### src/rtl/adc_run_pkg.sv
package adc_run_pkg;

    // Mode codes; every code above PM_OFF is treated as off.
    localparam int PM_ACTIVE    = 0;
    localparam int PM_IDLE      = 1;
    localparam int PM_STANDBY   = 2;
    localparam int PM_HIBERNATE = 3;
    localparam int PM_BACKUP    = 4;
    localparam int PM_OFF       = 5;

    typedef enum logic [1:0] {
        POL_OFF    = 2'd0,
        POL_DEMAND = 2'd1,
        POL_ALWAYS = 2'd2
    } run_pol_e;

    typedef enum logic [2:0] {
        ST_OFF     = 3'd0,
        ST_READY   = 3'd1,
        ST_SETTLE  = 3'd2,
        ST_WAKE    = 3'd3,
        ST_START   = 3'd4,
        ST_CONVERT = 3'd5
    } run_state_e;

    typedef struct packed {
        logic clk_req;
        logic afe_en;
        logic wake;
        logic start;
        logic busy;
    } run_out_t;

endpackage

### src/rtl/adc_run_policy.sv
module adc_run_policy
    import adc_run_pkg::*;
#(
    parameter int MODE_W = 3
) (
    input  logic [MODE_W-1:0] mode,
    input  logic              cfg_en,
    input  logic              cfg_keep_run,
    input  logic              cfg_on_demand,
    output run_pol_e          pol
);

    localparam logic [MODE_W-1:0] M_ACTIVE  = MODE_W'(PM_ACTIVE);
    localparam logic [MODE_W-1:0] M_IDLE    = MODE_W'(PM_IDLE);
    localparam logic [MODE_W-1:0] M_STANDBY = MODE_W'(PM_STANDBY);

    logic in_sleep;
    logic in_active;

    always_comb begin
        in_active = (mode == M_ACTIVE);
        in_sleep  = (mode == M_IDLE) || (mode == M_STANDBY);
    end

    always_comb begin
        pol = POL_OFF;
        if (!cfg_en) begin
            pol = POL_OFF;
        end else if (in_active) begin
            pol = POL_ALWAYS;
        end else if (in_sleep) begin
            if (cfg_on_demand)
                pol = POL_DEMAND;
            else if (cfg_keep_run)
                pol = POL_ALWAYS;
            else
                pol = POL_OFF;
        end
    end

endmodule

### src/rtl/adc_run_pend.sv
module adc_run_pend (
    input  logic clk,
    input  logic rst_n,
    input  logic set,
    input  logic clr,
    output logic pend
);

    always_ff @(posedge clk or negedge rst_n) begin
        if (!rst_n)
            pend <= 1'b0;
        else if (clr)
            pend <= 1'b0;
        else if (set)
            pend <= 1'b1;
    end

    a_r10_pending_held: assert property (@(posedge clk) disable iff (!rst_n)
        (pend && !clr) |=> pend);

    a_r11_pending_cleared: assert property (@(posedge clk) disable iff (!rst_n)
        clr |=> !pend);

endmodule

### src/rtl/adc_run_fsm.sv
module adc_run_fsm
    import adc_run_pkg::*;
(
    input  logic       clk,
    input  logic       rst_n,
    input  run_pol_e   pol,
    input  logic       trig,
    input  logic       ready,
    input  logic       done,
    input  logic       pend,
    output run_state_e state,
    output run_state_e nxt,
    output run_out_t   outs
);

    always_ff @(posedge clk or negedge rst_n) begin
        if (!rst_n)
            state <= ST_OFF;
        else
            state <= nxt;
    end

    always_comb begin
        nxt = state;
        if (pol == POL_OFF) begin
            nxt = ST_OFF;
        end else begin
            unique case (state)
                ST_OFF: begin
                    if (pol == POL_ALWAYS)
                        nxt = ST_READY;
                    else if (trig)
                        nxt = ST_WAKE;
                end
                ST_READY: begin
                    if (pol == POL_DEMAND)
                        nxt = ST_OFF;
                    else if (trig)
                        nxt = ready ? ST_START : ST_SETTLE;
                end
                ST_SETTLE, ST_WAKE: begin
                    if (ready)
                        nxt = ST_START;
                end
                ST_START: begin
                    nxt = ST_CONVERT;
                end
                ST_CONVERT: begin
                    if (done) begin
                        if (pend)
                            nxt = ST_SETTLE;
                        else if (pol == POL_ALWAYS)
                            nxt = ST_READY;
                        else
                            nxt = ST_OFF;
                    end
                end
                default: nxt = ST_OFF;
            endcase
        end
    end

    always_comb begin
        outs = '0;
        unique case (state)
            ST_OFF:     outs = '0;
            ST_READY:   begin outs.clk_req = 1'b1; outs.afe_en = 1'b1; end
            ST_SETTLE:  begin outs.clk_req = 1'b1; outs.afe_en = 1'b1; end
            ST_WAKE:    begin outs.clk_req = 1'b1; outs.afe_en = 1'b1; outs.wake = 1'b1; end
            ST_START:   begin outs.clk_req = 1'b1; outs.afe_en = 1'b1;
                              outs.start = 1'b1; outs.busy = 1'b1; end
            ST_CONVERT: begin outs.clk_req = 1'b1; outs.afe_en = 1'b1; outs.busy = 1'b1; end
            default:    outs = '0;
        endcase
    end

    a_r8_start_single: assert property (@(posedge clk) disable iff (!rst_n)
        (state == ST_START) |=> (state == ST_CONVERT) || (state == ST_OFF));

    a_r7_start_after_ready: assert property (@(posedge clk) disable iff (!rst_n)
        ((state == ST_SETTLE || state == ST_WAKE) && !ready) |=> (state != ST_START));

endmodule

### src/rtl/adc_run_ctrl.sv
module adc_run_ctrl
    import adc_run_pkg::*;
#(
    parameter int MODE_W = 3
) (
    input  logic              clk,
    input  logic              rst_n,
    input  logic [MODE_W-1:0] pwr_mode,
    input  logic              cfg_en,
    input  logic              cfg_keep_run,
    input  logic              cfg_on_demand,
    input  logic              evt_trig,
    input  logic              afe_ready,
    input  logic              conv_done,
    output logic              clk_req,
    output logic              afe_pwr_en,
    output logic              wake_req,
    output logic              conv_start,
    output logic              busy
);

    run_pol_e   pol;
    run_state_e state;
    run_state_e nxt;
    run_out_t   outs;
    logic       pend;
    logic       pend_set;
    logic       pend_clr;

    adc_run_policy #(.MODE_W(MODE_W)) u_policy (
        .mode          (pwr_mode),
        .cfg_en        (cfg_en),
        .cfg_keep_run  (cfg_keep_run),
        .cfg_on_demand (cfg_on_demand),
        .pol           (pol)
    );

    always_comb begin
        pend_set = evt_trig && outs.busy;
        pend_clr = (pol == POL_OFF) || (nxt == ST_START);
    end

    adc_run_pend u_pend (
        .clk   (clk),
        .rst_n (rst_n),
        .set   (pend_set),
        .clr   (pend_clr),
        .pend  (pend)
    );

    adc_run_fsm u_fsm (
        .clk   (clk),
        .rst_n (rst_n),
        .pol   (pol),
        .trig  (evt_trig),
        .ready (afe_ready),
        .done  (conv_done),
        .pend  (pend),
        .state (state),
        .nxt   (nxt),
        .outs  (outs)
    );

    always_comb begin
        clk_req    = outs.clk_req;
        afe_pwr_en = outs.afe_en;
        wake_req   = outs.wake;
        conv_start = outs.start;
        busy       = outs.busy;
    end

    a_r1_r2_forbidden_off: assert property (@(posedge clk) disable iff (!rst_n)
        (pol == POL_OFF) |=> !clk_req && !afe_pwr_en && !wake_req && !conv_start && !busy);

    a_r3_r5_always_granted: assert property (@(posedge clk) disable iff (!rst_n)
        (pol == POL_ALWAYS) |=> clk_req && afe_pwr_en);

    a_r7_start_needs_ready: assert property (@(posedge clk) disable iff (!rst_n)
        $rose(conv_start) |-> $past(afe_ready));

    a_r8_start_pulse: assert property (@(posedge clk) disable iff (!rst_n)
        conv_start |=> !conv_start && busy);

    a_r6_wake_without_start: assert property (@(posedge clk) disable iff (!rst_n)
        wake_req |-> clk_req && afe_pwr_en && !conv_start && !busy);

    a_r9_demand_release: assert property (@(posedge clk) disable iff (!rst_n)
        (pol == POL_DEMAND && busy && !conv_start && conv_done && !pend)
            |=> !clk_req && !afe_pwr_en);

endmodule

### config.mk
export PLATFORM = sky130hd
export DESIGN_NAME = adc_run_ctrl
export DESIGN_NICKNAME = d
export VERILOG_FILES = /design/src/rtl/adc_run_pkg.sv /design/src/rtl/adc_run_policy.sv /design/src/rtl/adc_run_pend.sv /design/src/rtl/adc_run_fsm.sv /design/src/rtl/adc_run_ctrl.sv
export SDC_FILE = /design/constraint.sdc
export NUM_CORES = 1
export LEC_CHECK = 0
export BUFFER_PORTS_ARGS = -buffer_cell sky130_fd_sc_hd__buf_4
export CORE_AREA = 2 2 39 41
export DETAILED_ROUTE_END_ITERATION = 8
export DIE_AREA = 0 0 41 43
export PLACE_DENSITY = 0.6
export SETUP_SLACK_MARGIN = 0.3
export SLEW_MARGIN = 20
export SYNTH_ARGS = -nofsm -noshare
export SYNTH_HDL_FRONTEND = slang
export SYNTH_SLANG_ARGS = --single-unit
### constraint.sdc
create_clock -name clk -period 3 [get_ports clk]
set_input_delay 0.15 -clock clk [delete_from_list [all_inputs] [get_ports clk]]
set_output_delay 0.15 -clock clk [all_outputs]
set_load 0.02 [all_outputs]
=== Yosys cells after proc, flatten, opt, wreduce, memory -nomap -nowiden ===
Index checks and enable logic that the tools add are counted.

* Add/subtract/negate cells: 0
* Multiply operators: 0
* Div/mod/pow operators: 0
* Order comparisons: 0
* Eq/ne operators: 10
* Shift operators: 0
* Muxes and demuxes: 22
* Bitwise operators: 0
* Reductions and logical operators: 10

{| class="wikitable"
|+ Operators with widths
! cell !! number
|-
| 3-bit 2-to-1 mux || 9
|-
| 3-bit one-hot mux with 5 select lines || 1
|-
| 2-bit 2-to-1 mux || 6
|-
| 3-bit by 2-bit equality test with 1-bit output, second input constant || 3
|-
| 3-bit equality test, second input constant || 3
|-
| 3-bit by 1-bit equality test with 1-bit output, second input constant || 2
|-
| 3-bit zero test || 2
|-
| 1-bit 2-to-1 mux || 6
|-
| 5-bit OR reduction || 1
|-
| 2-bit OR reduction || 2
|-
| 2-bit by 1-bit equality test with 1-bit output, second input constant || 1
|-
| 2-bit equality test, second input constant || 1
|-
| 2-bit zero test || 1
|-
| 1-bit logical OR || 2
|-
| 2-bit nonzero test || 1
|-
| 1-bit logical AND || 1
|}

* Register bits after elaboration: 4
* Bits in latches: 0
* RAM bits: 0
* ROM bits: 0
* Output and inout port bits: 5
* Word-level logic and storage cells: 44
* Memories: 0

=== Depth between registers and ports, before layout ===
Gate-level depths: netlist of the first run.

* Depth in word-level cells: 14
* Depth in mapped cells: 5
* Mapped depth without buffers: 4

=== By module ===
From an unflattened synthesis of the first run, not the netlist that was laid out.

* Cells, all modules: 44
* Area total of the unflattened synthesis: 417.9 um^2

{| class="wikitable"
|+ By module, submodules not included
! module !! times used !! cells an instance !! area each (um^2)
|-
| adc_run_fsm || 1 || 34 || 306.5
|-
| adc_run_policy || 1 || 5 || 50.0
|-
| adc_run_pend || 1 || 2 || 35.0
|-
| adc_run_ctrl || 1 || 3 || 26.3
|}

=== Least setup slack after synthesis of the first run ===
OpenSTA, ideal clock, no wires.

* Path kind: reg-to-reg
* Start: reg u_fsm.state[1]
* End: reg u_pend.pend
* Library setup time: 133 ps
* Arrival time: 1212 ps
* Data required time: 2867 ps
* Path slack: 1655 ps
* Cell stages (with the launch flop): 6
* Cells stage by stage: dfrtp_1 > nor2b_1 > buf_4 > a22oi_2 > a2111oi_4 > a31oi_1

{| class="wikitable"
|+ RTL lines
! what !! RTL line !! source
|-
| start: declaration || adc_run_fsm.sv:11 || <nowiki>output run_state_e state,</nowiki>
|-
| start signal: assignment || adc_run_fsm.sv:20 || <nowiki>state <= nxt;</nowiki>
|-
| 3-bit equality test || adc_run_fsm.sv:65 || <nowiki>unique case (state)</nowiki>
|-
| 2-bit OR reduction (no line) * || n/a ||
|-
| 1-bit 2-to-1 mux * || adc_run_fsm.sv:65 ||
|-
| via busy || adc_run_ctrl.sv:19 || <nowiki>output logic busy</nowiki>
|-
| 1-bit logical AND * || adc_run_ctrl.sv:39 || <nowiki>pend_set = evt_trig && outs.busy;</nowiki>
|-
| 2-bit nonzero test (no line) * || n/a ||
|-
| end signal: assignment || adc_run_pend.sv:11 || <nowiki>pend <= 1'b0;</nowiki>
|-
| end signal: assignment || adc_run_pend.sv:13 || <nowiki>pend <= 1'b0;</nowiki>
|-
| end signal: assignment || adc_run_pend.sv:15 || <nowiki>pend <= 1'b1;</nowiki>
|-
| end: declaration || adc_run_pend.sv:6 || <nowiki>output logic pend</nowiki>
|}

The timed path passes the listed nets; every way through them passes the cells marked *.
A chain may end at the register's enable or synchronous reset.

=== Worst setup path after layout of the first run ===
* Start: reg u_fsm.state[1]
* End: reg u_pend.pend

* Longest elaborated chain between the ends: 7

{| class="wikitable"
|+ Ends and longest elaborated chain
! what !! RTL line !! source
|-
| 3-bit by 2-bit equality test with 1-bit output || adc_run_fsm.sv:28 || <nowiki>unique case (state)</nowiki>
|-
| 2-bit OR reduction || adc_run_fsm.sv:28 ||
|-
| 3-bit one-hot mux with 5 select lines * || adc_run_fsm.sv:28 ||
|-
| 3-bit 2-to-1 mux * || adc_run_fsm.sv:25 || <nowiki>if (pol == POL_OFF) begin</nowiki>
|-
| via nxt[2] || adc_run_ctrl.sv:24 || <nowiki>run_state_e nxt;</nowiki>
|-
| 3-bit equality test * || adc_run_ctrl.sv:40 || <nowiki>pend_clr = (pol == POL_OFF) || (nxt == ST_START);</nowiki>
|-
| 1-bit logical OR * || adc_run_ctrl.sv:40 ||
|-
| 1-bit 2-to-1 mux / 2-bit nonzero test (equally long branches) || n/a ||
|}

Marked as above.

==> metrics, run 1 <==
status complete, no violations; Worst R2R End u_pend.pend$_DFFE_PN0P_; vias in the first global route 376; initial antenna violation count 0; Die W 41 um; postcts setup bufs 0; routed length on met1 390 um; Comb pwr share 28.0%; WHS 0.264 ns; WL met3 37 um; count of maximum capacitance violations 0; Inserted Clock Buffers 3; WS Path Type reg2reg; Startpoint Class flop; Placed Area 523 um^2; maximum VDD drop 0.000134 V; Synth Cell Area 405 um^2; clock power share 38.6%; GRT overflow 0; Worst-path clk slew 0.04 ns; syn avg cell area 8.27 um^2; P_int 124 uW; number of synthesized register bits 4; top sig layer met3; WL met2 536 um; H-tree depth 1; Hold Crit Class in2async; switching component of the power 48.0 uW; syn_nets 60; ranking of synthesized cells by area dfrtp_1 (25%), a2111oi_4 (6.8%), nand2_1 (4.6%); Syn Inst Count 49; Distinct cells, synth 29; Iteration-0 DRC Markers 17; dominant cell type by area after synthesis dfrtp_1; worst rel slew slack 69.2%; Switching Share 27.9%; Synth Warn # 0; Worst-Margin Slew 0.461 ns; I/O Buffers 15; RSZ-0062 raised after global routing false; CTS tree built; Max FO, Critical Path 7; Global Route Usage Sum 13.7%; Worst path max stage delay 0.41 ns; design area 556 um^2; GP Congestion 0.713; filler instances 144; Setup TNS 0 ns; ys async rst share 100%; reg2reg start u_fsm.state[1]$_DFF_PN0_; # IOs 16; largest net degree at the start of global routing 8; Skew-Pair Late Insertion Delay 0.23 ns; reg2reg setup slack 1.39 ns; Root Driver clkbuf_4; row cnt 14; DRT Wirelength 963 um; Yosys top cell area share 24.7%; fraction of the cycle the final worst path needs 53.7%; final setup skew 0.00122 ns; Die Ht 43 um; PwrDens 310 nW/um^2; Critical Path RT 3.10 ns; drt first pass iters 4; max-slew violation count 0; layout cells sized above 1 33.3%; Final Hold Fails 0; CP cell instances nor2b_1, a22oi_2, a2111oi_4, a31oi_1; die area 1760 um^2; CTS max path bufs 2; critical path endpoint category flop; count of flip-flops with a built-in enable after synthesis 0; dpl hpwl 797 um; Post-synth top flop dfrtp_1; DRC Markers 0; most frequent cells after synthesis nand2_1 (5), nor2_1 (5), dfrtp_1 (4); Avg WL per Cell 11.7 um; Starting Density 29.3%; f_max 0.621 GHz; Pwr Total 172 uW; ANT nets after route 0; Via Count 414; final net count 79; register area share after synthesis 24.7%; critical path arrival 1.71 ns; leakage power 0.256 nW; Diodes inserted 0; vias per cell 5.05; Layout Area Growth over Synthesis 37.0%; Worst path slowest cell dfrtp_1; first-pass GRT wire length 1560 um; final setup vio count 0; R2R cell count 4; CTS Sinks 4; Seq pwr share 33.4%; min Tclk post-route 1.61 ns; Core Footprint 1380 um^2
-- stage by stage --
step / instances / utilization, % / worst slack, ns
2_1_floorplan: 49 / - / 1.65
3_3_place_gp: 78 / 37.8 / 1.48
3_5_place_dp: 78 / 37.8 / 1.39
4_1_cts: 82 / 40.1 / 1.40
5_1_grt: 82 / 40.1 / 1.30
6_report: 82 / 40.1 / 1.39
-- state kept, by name (all words and copies together), names as in the netlist --
signal and cells:
u_pend.pend 1, u_fsm.state 3
-- worst max path at each step --
| stage | start | endpoint | slack, ns |
|---|---|---|---|
| after CTS | u_fsm.state[1]$_DFF_PN0_ | u_pend.pend$_DFFE_PN0P_ | 1.40 |
| after global placement | u_fsm.state[1]$_DFF_PN0_ | u_pend.pend$_DFFE_PN0P_ | 1.48 |
| after floorplan | u_fsm.state[1]$_DFF_PN0_ | u_pend.pend$_DFFE_PN0P_ | 1.65 |
| after detailed placement | u_fsm.state[1]$_DFF_PN0_ | u_pend.pend$_DFFE_PN0P_ | 1.39 |
| after global routing | u_fsm.state[2]$_DFF_PN0_ | u_pend.pend$_DFFE_PN0P_ | 1.30 |
| final | u_fsm.state[1]$_DFF_PN0_ | u_pend.pend$_DFFE_PN0P_ | 1.39 |
-- layout make-up --
type                    count  area (um^2)  share of cell area, %
multi-input cells          41          283                   50.9
repair buffers             16          123                   22.1
inverters                   2         7.51                   1.35
flip-flops and latches      4          100                   18.0
clock buffers               3         22.5                   4.05
well taps                  16         20.0                   3.60
-- power groups by stage --
| stage | clock network (mW) | logic, mW | registers [mW] |
|---|---|---|---|
| 2_1_floorplan | 0 | 0.0267 | 0.0578 |
| 3_3_place_gp | 0 | 0.0474 | 0.0581 |
| 3_5_place_dp | 0 | 0.0473 | 0.0582 |
| 4_1_cts | 0.0703 | 0.0484 | 0.0575 |
| 5_1_grt | 0.0733 | 0.0534 | 0.0579 |
| 6_report | 0.0663 | 0.0483 | 0.0575 |
-- critical path: cells and delay by family, from the launching register on --
| family | cells | cell delay (ns) |
|---|---|---|
| AOI/OAI and AO/OA | 3 | 0.66 |
| DFF | 1 | 0.41 |
| and+or+nand+nor | 1 | 0.40 |
-- logic make-up (layout without fill, tap and decap cells) --
group | Yosys count | in the layout | share of synthesized area (%)
adder cells (fa/ha/maj) | 1 | 1 | 2.78
AND/OR/NAND/NOR | 25 | 25 | 34.3
flip-flops | 4 | 4 | 24.7
AO/OA/AOI/OAI | 14 | 14 | 30.6
buffers and inverters | 4 | 21 | 5.56
XOR/XNOR | 1 | 1 | 2.16
-- layout by cell type (no fill, tap or decap), drive strengths merged --
master / count
xnor2: 1
a311oi: 1
inv: 2
nor2b: 3
and3: 1
dlygate4sd3: 1
a22oi: 2
nand2b: 1
and2b: 2
o31ai: 1
or3: 1
and2: 2
maj3: 1
nand4: 1
o21a: 2
o211ai: 1
a2111oi: 1
a21oi: 2
clkbuf: 3
o21ai: 2
a31oi: 1
o221a: 1
nand2: 5
nand3b: 1
nor3: 2
dfrtp: 4
nor2: 5
buf: 15
nor3b: 1
-- layer usage --
metal	up-vias	track usage [%]
li1	213	-
met1	193	14.7
met2	8	21.9
met3	0	3.14
met4	0	10.0
met5	-	0
-- what timing repair did --
action,4_1_cts,5_1_grt
resized for setup,0,0
hold buffers,1,0
endpoints found under the hold margin,4,0
(Power assumes the default switching activity.)
==> run 2, diff against run 1 <==
--- a/config.mk
+++ b/config.mk
@@ -5,6 +5,7 @@
 export SDC_FILE = /design/constraint.sdc
 export NUM_CORES = 1
 export LEC_CHECK = 0
+export ABC_AREA = 1
 export BUFFER_PORTS_ARGS = -buffer_cell sky130_fd_sc_hd__buf_4
 export CORE_AREA = 2 2 39 41
 export DETAILED_ROUTE_END_ITERATION = 8
==> constraint.sdc (replaced) <==
create_clock -name clk -period 1.7 [get_ports clk]
set_input_delay 0.085 -clock clk [delete_from_list [all_inputs] [get_ports clk]]
set_output_delay 0.085 -clock clk [all_outputs]
set_load 0.02 [all_outputs]
==> metrics, run 2 <==
status complete, no violations; max-slew violation count 0 (unchanged); GRT overflow 0 (unchanged); final setup skew 0.00285 ns (+0.00163 ns); die area 1760 um^2 (unchanged); Skew-Pair Late Insertion Delay 0.23 ns (about the same); cell depth of the worst setup path 5 (+1); most frequent cell after synthesis nand2_1; Inserted Clock Buffers 3 (unchanged); Final WS setup 0.402 ns (-0.988 ns); vias per cell 4.51 (-11%); Largest register FFs 3 (unchanged); Final Hold Fails 0 (unchanged); H-tree depth 1 (unchanged); # IOs 16 (unchanged); crit-path leading delay family flip-flops; Synth Cell Area 404 um^2 (-0.31%); leakage power 0.334 nW (+31%); final net count 101 (+28%); largest register by flop count u_fsm.state; WHS 0.183 ns (-0.0808 ns); Die W 41 um (unchanged); dominant cell type by area after synthesis dfrtp_1; WS Path Type reg2out; CTS tree built; DRC Markers 0 (unchanged); DRT Wirelength 992 um (+3.0%); critical path arrival 1.21 ns (-0.50 ns); Syn Inst Count 69 (+41%); drt first pass iters 4 (unchanged); Max FO, Critical Path 5 (-2); ANT nets after route 0 (unchanged); Pwr Total 322 uW (+87%); Startpoint Class flop; final setup vio count 0 (unchanged); register area share after synthesis 24.8% (+0.076 points); syn avg cell area 5.86 um^2 (-29%); Starting Density 29.2% (-0.090 points); largest net degree at the start of global routing 7 (-1); CTS max path bufs 2 (unchanged); Worst R2R End u_pend.pend$_DFFE_PN0P_; number of synthesized register bits 4 (unchanged); Hold Crit Class in2async; Worst path max stage delay 0.47 ns (+0.06 ns); reg2reg start u_fsm.state[0]$_DFF_PN0_; RSZ-0062 raised after global routing false; maximum VDD drop 0.000407 V (+200%); CP cell instances nand2_2, inv_2, nor2_1, nand2_1, buf_4; Synth Warn # 0 (unchanged); ranking of synthesized cells by area dfrtp_1 (25%), nand2_1 (14%), inv_1 (10%); Root Driver clkbuf_4; initial antenna violation count 0 (unchanged); row cnt 14 (unchanged); Critical Path RT 1.62 ns (-1.48 ns); Worst-path clk slew 0.04 ns (about the same); Setup TNS 0 ns (unchanged); Post-synth top flop dfrtp_1; PwrDens 557 nW/um^2 (+80%); critical path endpoint category primary output; Die Ht 43 um (unchanged); Worst path slowest cell dfrtp_1; most frequent cells after synthesis nand2_1 (15), inv_1 (11), nor2_1 (10); I/O Buffers 15 (unchanged); Iteration-0 DRC Markers 7 (-10); ys async rst share 100% (unchanged); Distinct cells, synth 18 (-38%); layout cells sized above 1 35.2% (+1.9 points); vias in the first global route 419 (+11%); syn_nets 80 (+33%); count of flip-flops with a built-in enable after synthesis 0 (unchanged); Worst-Margin Slew 0.285 ns (-0.177 ns); first-pass GRT wire length 1750 um (+12%); CTS Sinks 4 (unchanged); leading cell type in the layout, fill and taps excluded buf_4; Yosys top cell area share 24.8% (+0.076 points); min Tclk post-route 1.30 ns; Core Footprint 1380 um^2 (unchanged); f_max 0.770 GHz; dpl hpwl 835 um (+4.8%); GP Congestion 0.781 (+9.5%); Via Count 469 (+13%); worst rel slew slack 81.0% (+12 points); fraction of the cycle the final worst path needs 76.4%; R2R cell count 6 (+2); count of maximum capacitance violations 0 (unchanged); reg2reg setup slack 0.43 ns (-0.96 ns); Diodes inserted 0 (unchanged); worst path bufs/invs 2 (+2); biggest regs u_fsm.state (3), u_pend.pend (1); Layout Area Growth over Synthesis 42.7%; pre-CTS setup slack 0.427 ns (-0.968 ns); most frequent cells in the layout buf_4 (16), nand2_1 (15), inv_1 (11); Global Route Usage Sum 14.4% (+0.69 points); Avg WL per Cell 9.54 um (-19%)
[run 2: worst max-delay path by stage]
| stage | from | end | slack (ns) |
|---|---|---|---|
| final | u_fsm.state[1]$_DFF_PN0_ | clk_req | 0.40 |
| after global routing | u_fsm.state[1]$_DFF_PN0_ | clk_req | 0.30 |
| after CTS | u_fsm.state[1]$_DFF_PN0_ | clk_req | 0.34 |
| after detailed placement | u_fsm.state[1]$_DFF_PN0_ | u_pend.pend$_DFFE_PN0P_ | 0.43 |
| after global placement | u_fsm.state[1]$_DFF_PN0_ | u_pend.pend$_DFFE_PN0P_ | 0.43 |
| after floorplan | u_fsm.state[1]$_DFF_PN0_ | clk_req | 0.53 |
[run 2: metrics by stage]
stage / utilization (%) / std cells / instance area [um^2]
2_1_floorplan: - / 69 / 404
3_3_place_gp: 38.2 / 99 / 529
3_5_place_dp: 38.2 / 99 / 529
4_1_cts: 41.0 / 103 / 568
5_1_grt: 41.7 / 104 / 577
6_report: 41.7 / 104 / 577
[run 2: area by class of cell]
cell class | count | area, um^2
Sequential cell | 4 | 101
Tap cell | 16 | 20.0
Fill cell | 145 | 807
Inverter | 15 | 56.3
Clock buffer | 3 | 22.5
Multi-Input combinational cell | 49 | 246
Timing Repair Buffer | 17 | 130
[run 2: cells by family (layout without fill, tap and decap cells)]
| group | Yosys count | count (layout) | share of synthesized area, % |
|---|---|---|---|
| simple gates | 40 | 40 | 45.2 |
| buf+inv | 16 | 35 | 15.8 |
| compound gates | 9 | 9 | 14.2 |
| flops | 4 | 4 | 24.8 |
[run 2: metal layers]
layer | share of wire (%) | vias to the layer above | GRT usage, %
met5 | 0 | - | 0
met4 | 0 | 0 | 0
met3 | 5.2 | 0 | 6.28
met2 | 47 | 13 | 21.3
met1 | 48 | 196 | 20.5
li1 | - | 260 | -
[run 2: where the power goes]
group	total [mW]	internal, mW	leakage (nW)	switching, mW
clock	0.118	0.0790	0.0138	0.0395
sequential	0.104	0.0987	0.0536	0.00533
combinational	0.0990	0.0454	0.266	0.0536
[run 2: repair_timing]
item | CTS | global route
setup buffers | 0 | 1
hold buffers | 1 | 0
hold endpoints to repair | 4 | 0
setup endpoints to repair | 2 | 2
gates resized for setup | 1 | 1
pin swaps | 0 | 1
==> run 3, diff against run 2 <==
--- a/config.mk
+++ b/config.mk
@@ -5,12 +5,12 @@
 export SDC_FILE = /design/constraint.sdc
 export NUM_CORES = 1
 export LEC_CHECK = 0
-export ABC_AREA = 1
+export ABC_AREA = 0
 export BUFFER_PORTS_ARGS = -buffer_cell sky130_fd_sc_hd__buf_4
 export CORE_AREA = 2 2 39 41
 export DETAILED_ROUTE_END_ITERATION = 8
 export DIE_AREA = 0 0 41 43
-export PLACE_DENSITY = 0.6
+export PLACE_DENSITY = 0.62
 export SETUP_SLACK_MARGIN = 0.3
 export SLEW_MARGIN = 20
 export SYNTH_ARGS = -nofsm -noshare
==> constraint.sdc (replaced) <==
create_clock -name clk -period 1.14 [get_ports clk]
set_input_delay 0.057 -clock clk [delete_from_list [all_inputs] [get_ports clk]]
set_output_delay 0.057 -clock clk [all_outputs]
set_load 0.02 [all_outputs]
==> metrics, run 3 (same netlist as run 1, synthesis figures left out) <==
Via Count 500 (+6.6%); Final Util 54.1% (+12 points); DRT Wirelength 1310 um (+32%); die area 1760 um^2 (unchanged); CTS Sinks 4 (unchanged); Global Route Usage Sum 17.8% (+3.4 points); placed cell count 87 (-12%); design area 748 um^2 (+30%); f_max 0.680 GHz; GRT overflow 0 (unchanged); Hold Crit Class in2async; Core Footprint 1380 um^2 (unchanged); Avg WL per Cell 13.3 um (+39%); Die W 41 um (unchanged); max-slew violation count 0 (unchanged); final setup skew 0.00612 ns (+0.00327 ns); min Tclk post-route 1.47 ns; GP Congestion 0.797 (+2.1%); final cell count without fillers 99 (-4.8%); reg2reg setup slack -0.32 ns (-0.75 ns); biggest regs u_fsm.state (3), u_pend.pend (1); Layout Area Growth over Synthesis 84.6%; fraction of the cycle the final worst path needs 129%; count of maximum capacitance violations 0 (unchanged); ANT nets after route 0 (unchanged); worst rel slew slack 81.7% (+0.65 points); failing checks setup timing; Startpoint Class flop; Critical Path RT 1.08 ns (-0.54 ns); Final Hold Fails 0 (unchanged); Worst-Margin Slew 0.275 ns (-0.00976 ns); status finished with violations; most frequent cells in the layout buf_4 (25), buf_6 (7), nor2_1 (4), nand2_1 (4); final setup vio count 9 (+9); Starting Density 29.3% (+0.090 points); CTS tree built; # IOs 16 (unchanged); Setup TNS -2.34 ns (-2.34 ns); final net count 96 (-5.0%); dpl hpwl 893 um (+7.0%); Worst-path clk slew 0.04 ns (about the same); reg2reg start u_fsm.state[0]$_DFF_PN0_; filler instances 115 (-21%); Worst R2R End u_pend.pend$_DFFE_PN0P_; Die Ht 43 um (unchanged); Diodes inserted 0 (unchanged); layout cells sized above 1 59.0% (+24 points); DRC Markers 0 (unchanged); pre-CTS setup slack -0.293 ns (-0.720 ns); largest register by flop count u_fsm.state; Pwr Total 504 uW (+57%); R2R cell count 5 (-1); Max FO, Critical Path 5 (unchanged); Final WS setup -0.330 ns (-0.732 ns); Inserted Clock Buffers 3 (unchanged); Worst path max stage delay 0.45 ns (-0.02 ns); Skew-Pair Late Insertion Delay 0.25 ns (+0.02 ns); WHS 0.130 ns (-0.0529 ns); H-tree depth 1 (unchanged); first-pass GRT wire length 2080 um (+19%); CTS max path bufs 2 (unchanged); Root Driver clkbuf_4; I/O Buffers 15 (unchanged); initial antenna violation count 0 (unchanged); critical path arrival 1.41 ns (+0.20 ns); Largest register FFs 3 (unchanged); vias per cell 5.05 (+12%); Iteration-0 DRC Markers 4 (-3); PwrDens 673 nW/um^2 (+21%); largest net degree at the start of global routing 7 (unchanged); Placed Area 596 um^2 (+13%); CP dominant cell by count buf_4; vias in the first global route 506 (+21%); RSZ-0062 raised after global routing true; leakage power 0.348 nW (+4.2%); CP cell instances buf_4, nor3_2, buf_4, nor2_2, buf_4; Worst path slowest cell dfrtp_2; WS Path Type reg2out; drt first pass iters 2 (-2); maximum VDD drop 0.000408 V (+0.24%); leading cell type in the layout, fill and taps excluded buf_4; row cnt 14 (unchanged); critical path endpoint category primary output
-- run 3: changes by cell type in the layout (fill, tap and decap cells not counted), sizes merged, moves of 3 or more --
| cell | delta |
|---|---|
| a21oi | -3 |
| buf | +16 |
| inv | -13 |
| nand2 | -12 |
| nand3 | -7 |
| nor2 | -7 |
| nor2b | +3 |
-- run 3: final cells by class --
class,instances,area [um^2],area share (%)
Inverter,2,7.51,1.00
Multi-Input combinational cell,41,320,42.8
Tap cell,16,20.0,2.68
Sequential cell,4,101,13.5
Clock buffer,3,22.5,3.01
Timing Repair Buffer,33,277,37.0
-- run 3: timing repair --
item | CTS | global route
setup endpoints to repair | 9 | 9
buffers inserted | 6 | 2
pin swaps | 2 | 2
hold buffers | 1 | 0
endpoints found under the hold margin | 4 | 0
resized for setup | 9 | 7
-- run 3: layer usage --
layer	part of all wire [%]	wire length, um	GRT usage (%)
met1	41	542	19.2
met3	2.6	34	1.57
met4	1.8	23	12.0
met2	54	713	30.3
met5	0	0	0
-- run 3: power by group --
group          switching (mW)  internal (mW)  leakage (nW)  total [mW]
Combinational          0.0789         0.0851         0.281       0.164
Sequential            0.00580          0.147        0.0536       0.152
Clock                  0.0687          0.118        0.0138       0.187
-- run 3: critical path, delay by kind of cell, from the launching register on --
kind | cells | cell delay, ns
and+or+nand+nor | 2 | 0.27
DFF | 1 | 0.45
buffers and inverters | 3 | 0.47
-- run 3: worst max-delay path by stage --
stage                              from                      end  slack, ns  depth (start not counted)
6_report       u_fsm.state[1]$_DFF_PN0_               afe_pwr_en      -0.33                          5
5_1_grt        u_fsm.state[1]$_DFF_PN0_  u_pend.pend$_DFFE_PN0P_      -0.36                          4
4_1_cts        u_fsm.state[2]$_DFF_PN0_  u_pend.pend$_DFFE_PN0P_      -0.26                          4
3_5_place_dp   u_fsm.state[1]$_DFF_PN0_  u_pend.pend$_DFFE_PN0P_      -0.29                          4
3_3_place_gp   u_fsm.state[1]$_DFF_PN0_  u_pend.pend$_DFFE_PN0P_      -0.34                          4
2_1_floorplan  u_fsm.state[2]$_DFF_PN0_  u_pend.pend$_DFFE_PN0P_      -0.19                          4
